--- src/rtl/mmshift_pkg.sv ---
package mmshift_pkg;
   typedef enum logic [1:0] {
      OP_INV  = 2'b00,
      OP_ROTR = 2'b01,
      OP_SHL  = 2'b10,
      OP_LOAD = 2'b11
   } op_e;
endpackage

--- src/rtl/mmshift_next.sv ---
module mmshift_next
   import mmshift_pkg::*;
#(
   parameter int W = 4
) (
   input  logic [1:0]   mode,
   input  logic         sl_in,
   input  logic [W-1:0] par_in,
   input  logic [W-1:0] cur,
   output logic [W-1:0] nxt
);
   localparam int MSB = W - 1;

   initial begin
      assert (W >= 2) else $error("W must be at least 2");
   end

   logic [W-1:0] rot_v;
   logic [W-1:0] shl_v;

   generate
      for (genvar i = 0; i < W; i++) begin : g_bit
         if (i == MSB) begin : g_top
            assign rot_v[i] = cur[0];
         end else begin : g_mid
            assign rot_v[i] = cur[i+1];
         end
         if (i == 0) begin : g_low
            assign shl_v[i] = sl_in;
         end else begin : g_up
            assign shl_v[i] = cur[i-1];
         end
      end
   endgenerate

   always_comb begin
      unique case (op_e'(mode))
         OP_INV:  nxt = ~cur;
         OP_ROTR: nxt = rot_v;
         OP_SHL:  nxt = shl_v;
         default: nxt = par_in;
      endcase
   end
endmodule

--- src/rtl/mmshift_top.sv ---
module mmshift_top
   import mmshift_pkg::*;
#(
   parameter int W = 4
) (
   input  logic         clk,
   input  logic         rst_n,
   input  logic [1:0]   mode,
   input  logic         sl_in,
   input  logic [W-1:0] par_in,
   output logic [W-1:0] q
);
   localparam int MSB = W - 1;

   logic [W-1:0] state;
   logic [W-1:0] nxt;
   logic         seen;

   mmshift_next #(.W(W)) u_next (
      .mode  (mode),
      .sl_in (sl_in),
      .par_in(par_in),
      .cur   (state),
      .nxt   (nxt)
   );

   always_ff @(posedge clk) begin
      if (!rst_n) state <= '0;
      else        state <= nxt;
   end

   always_ff @(posedge clk) seen <= 1'b1;

   assign q = state;


   rst_clear_chk: assert property (@(posedge clk)
      seen && !rst_n |=> q == '0);

   inv_chk: assert property (@(posedge clk) disable iff (!rst_n)
      seen && mode == OP_INV |=> q == ~$past(q));

   rotr_chk: assert property (@(posedge clk) disable iff (!rst_n)
      seen && mode == OP_ROTR |=> q == {$past(q[0]), $past(q[MSB:1])});

   shl_chk: assert property (@(posedge clk) disable iff (!rst_n)
      seen && mode == OP_SHL |=> q == {$past(q[MSB-1:0]), $past(sl_in)});

   load_chk: assert property (@(posedge clk) disable iff (!rst_n)
      seen && mode == OP_LOAD |=> q == $past(par_in));
endmodule

--- config.mk ---
export PLATFORM = sky130hd
export DESIGN_NAME = mmshift_top
export DESIGN_NICKNAME = d
export VERILOG_FILES = /design/src/rtl/mmshift_pkg.sv /design/src/rtl/mmshift_next.sv /design/src/rtl/mmshift_top.sv
export SDC_FILE = /design/constraint.sdc
export NUM_CORES = 1
export LEC_CHECK = 0
export BUFFER_PORTS_ARGS = -buffer_cell sky130_fd_sc_hd__buf_4
export CORE_AREA = 3 3 40 42
export DETAILED_ROUTE_END_ITERATION = 10
export DIE_AREA = 0 0 43 45
export SYNTH_ARGS = -nofsm -noshare
export SYNTH_HDL_FRONTEND = slang
export SYNTH_SLANG_ARGS = --single-unit
--- constraint.sdc ---
create_clock -name clk -period 1 [get_ports clk]
set_clock_uncertainty 0.2 [all_clocks]
set_input_delay 0.05 -clock clk [delete_from_list [all_inputs] [get_ports clk]]
set_output_delay 0.05 -clock clk [all_outputs]
set_load 0.005 [all_outputs]
### After elaboration in Yosys (flattened, before gate mapping)

Cells that the tools add are included.

| cells by class | value |
|---|---|
| bitwise gates (word level) | 1 |
| eq/ne operators | 2 |
| reductions and logical operators | 1 |
| mux-type cells | 1 |

Operators with widths:

| operator | number |
|---|---|
| $pmux 4 s3 | 1 |
| $not 4->4 | 1 |
| $eq 2x1->1 const B | 1 |
| $eq 2x2->1 const B | 1 |
| $logic_not 2->1 | 1 |

| word-level totals | value |
|---|---|
| input bits | 9 |
| output and inout port bits | 4 |
| register bits | 4 |
| word-level logic and storage cells | 6 |

### Depth between registers and ports, before layout

| depth | value |
|---|---|
| depth after elaboration | 2 |
| mapped depth | 3 |

### By module

A second synthesis with hierarchy kept.

| second synthesis, totals | value |
|---|---|
| cell total of the unflattened synthesis | 16 |
| area total of the unflattened synthesis | 225.2 µm² |

By module, submodules not included:

| module | area an instance (µm²) | sequential area each (µm²) | cells each | instances |
|---|---|---|---|---|
| mmshift_next | 120.1 | 0.0 | 8 | 1 |
| mmshift_top | 105.1 | 80.1 | 8 | 1 |

### Worst setup path after synthesis

Ideal clock, no wire load.

| path | value |
|---|---|
| path kind | flip-flop to flip-flop |
| from | reg state[0] (netlist: q[0]) |
| to | reg state[0] (netlist: q[0]) |
| data arrival time | 0.733 ns |
| stages on the path, launching flop included | 3 |
| slack | -0.025 ns |
| path buffers | 0 |
| setup time | 0.092 ns |
| path through | dfxtp_1 -> and2b_4 -> o32ai_1 |

| between the ends | value |
|---|---|
| cells in the longest elaborated chain, start to end | 2 |

RTL lines:

| what | RTL line | text |
|---|---|---|
| start, declared | mmshift_top.sv:15 | `logic [W-1:0] state;` |
| start signal, assigned | mmshift_top.sv:29 | `else state <= nxt;` |
| $not 4->4 | mmshift_next.sv:38 | `OP_INV: nxt = ~cur;` |
| $pmux 4 s3 | mmshift_next.sv:37 | `unique case (op_e'(mode))` |

No other way between the ends.
A chain may end at the register's enable or synchronous reset.

### Worst setup path in the final report

| path | value |
|---|---|
| from | reg state[2] (netlist: q[2]) |
| to | out q[2] |

RTL lines:

| what | RTL line | text |
|---|---|---|
| end, declared | mmshift_top.sv:11 | `output logic [W-1:0] q` |

No word-level cell between the ends.

==> results.md <==
- WHS Path Cells: 3
- Critical path depth: 2
- Final Hold Viols: 4
- Hold Crit Class: input pin to flip-flop
- Drt via density: 4.18
- CP endpoint kind: output pin
- Largest register FFs: 4
- Setup CP Type: flip-flop to output pin
- Mapped Area: 251 um^2
- Final min period: 1.02 ns
- DR pass1 iterations: 2
- Detail Route Antenna Nets: 0
- Vias in the first global route: 243
- Initial antenna violation count: 0
- Reg-to-Reg Start: q[0]
- Post-synth top area cell: dfxtp_1
- Netlist cell types: 10
- CP cell instances: buf_6 -> buf_6
- CP Launch Type: flip-flop
- Cell mode on critical path: buf_6
- Post-synthesis net count: 32
- Chip Height: 45 um
- Worst Hold Margin: -0.125 ns
- Largest family of logic cells by synthesized area: simple AND/OR/NAND/NOR gates
- Area grow syn2layout: 71.6%
- RePlAce Congestion: 0.690
- Leakage: just under 0.0002 uW
- Syn_area_per_cell: 10.9 um^2
- Num rows: 13
- Post-synthesis compound-gate area fraction: 0.139
- CTS tree: done
- Final Cycle Share: 1.02
- Final Setup Violations: 3
- RSZ-0062 raised after global routing: true
- Core Util, Final: 0.336
- Clk_lat worst skew: 0.24 ns
- CP max-delay cell: dfxtp_2
- Die W: 43 um
- Layout cell share with drive strength beyond 1: 0.700
- Fmax: ~980 MHz
- DRT iter0 DRCs: 1
- Clock Sink Count: 4
- Largest cells by area after synthesis: dfxtp_1, mux2i_1, o32ai_1
- Worst Hold Path EP: q[1]
- Clock root buffer: clkbuf_4
- Port bufs: 12
- Buf/Inv on CP: 2
- Diode count: 0
- Worst hold path startpoint: par_in[1]
- Bufs on Longest Clock Path: 2
- DRC Markers: 0
- DR vias: 230
- Synthesized-area fraction occupied by adder cells: 0
- Largest net degree at the start of global routing: 13
- Final worst slack: -0.0242 ns
- Seq cells post-synth: 4
- Power Density: around 1300 nW/um^2
- Register-to-register path setup slack: -0.02 ns
- Cts bufs inserted: 3
- Core Region: 1280 um^2
- Outcome: finished with violations
- Cells after synthesis: 23
- Most frequent cells in the layout: buf_4, mux2i_1, nor2b_1, clkbuf_4, dfxtp_2
- Slew Viols, Final: 0
- R2R depth: 2
- Crit-path max cell delay: ~0.33 ns
- CP top delay family: flip-flops
- CP required: 0.75 ns
- Xor/xnor share of the synthesized area: 0
- CTS clock-pin slew for the worst setup and hold paths: 0.04 ns
- CP Max Fanout: 4
- Gr ovfl total: 0
- Global Route Usage Sum: 0.0742
- Slew margin rel.: 0.841
- Total of max-cap violations: 0
- Simple-gate portion of the synthesized area: 0.338
- Starting Density: 0.196
- Final wirelength: 610 um
- Post-synthesis sequential area ratio: 0.318
- Post-synthesis mux area share: 0.159
- Dpl cell area: 362 um^2
- Yosys warns: 0
- Critical Path AT: between 0.7 and 0.8 ns
- Post-synth top area share: 0.318
- R2r endpoint: q[0]
- First-pass GRT wire length: 1030 um
- Final Cell Area: approximately 430 um^2
- Die ar.: 1940 um^2
- H-tree lvl count: 1
- Worst Tran Pin Value: ~0.23 ns
- Nets: 50
- WL/cell: 11.1 um
- Commonest non-fill, non-tap cell in the layout: buf_4
- Fill count: 147
- Peak supply drop: approximately 0.67 mV
- Violated checks: negative hold slack, negative setup slack
- Top-Level Pins: 13
==> worst max path at each step <==
stage,start,endpoint
after floorplan,q[1],q[1]
after global placement,q[1],q[1]
after detailed placement,q[0],q[0]
after CTS,q[0],q[0]
after global routing,q[0],q[0]
final,q[2],q[2]
==> layer usage <==
metal  track usage  part of all wire
met1        0.0773              0.39
met2         0.123              0.53
met3        0.0518             0.077
met4        0.0181                 0
met5             0                 0
==> cell usage after synthesis <==
cell type  count
buf_6          1
nor2b_1        3
dfxtp_1        4
and2b_4        2
nand2_1        1
mux2i_1        4
nand2b_1       1
nor2b_4        2
nor2b_2        1
o32ai_1        4
==> power by group <==
| part | switching [uW] | internal (uW) | total [uW] |
|---|---|---|---|
| Combinational | 49.0 | 94.6 | 144 |
| Clock | 74.0 | 150 | 224 |
| Sequential | 16.4 | 177 | 194 |
==> metrics by stage <==
stage | setup TNS [ns] | instances | setup slack [ns] | power [uW]
global placement | -0.00271 | 50 | -0.00271 | 311
detailed placement | -0.153 | 50 | -0.111 | 314
finish | -0.0570 | 55 | -0.0242 | 562
floorplan | 0 | 23 | 0.00585 | 255
global route | -0.152 | 55 | -0.0532 | 608
CTS | -0.0954 | 55 | -0.0362 | 571
==> worst reg2reg max path: stages, from the launching register on <==
cell and delay [ns]:
dfxtp_4 0.35, and2b_4 0.17, o32ai_4 0.20
==> cell type report <==
type | count | area (um^2) | area share
multi-input combinational | 18 | 186 | 0.432
clock buffer | 4 | 26.3 | 0.0609
sequential | 4 | 87.6 | 0.203
tap | 15 | 18.8 | 0.0435
timing repair buffer | 14 | 113 | 0.261
==> kinds of logic (layout without fill, tap and decap cells) <==
kind of cell	count (synthesis)	in the layout
buffers and inverters	1	18
AND/OR/NAND/NOR	10	10
AO/OA/AOI/OAI	4	4
flip-flops	4	4
multiplexers	4	4
==> timing repair <==
action / in CTS / in global routing
resized for setup: 5 / 2
setup endpoints to repair: 4 / 5
setup buffers: 1 / 0
pin swaps: 1 / 0
endpoints found under the hold margin: 4 / 4
cloned: 0 / 0
Power figures use the tool's default switching activity.
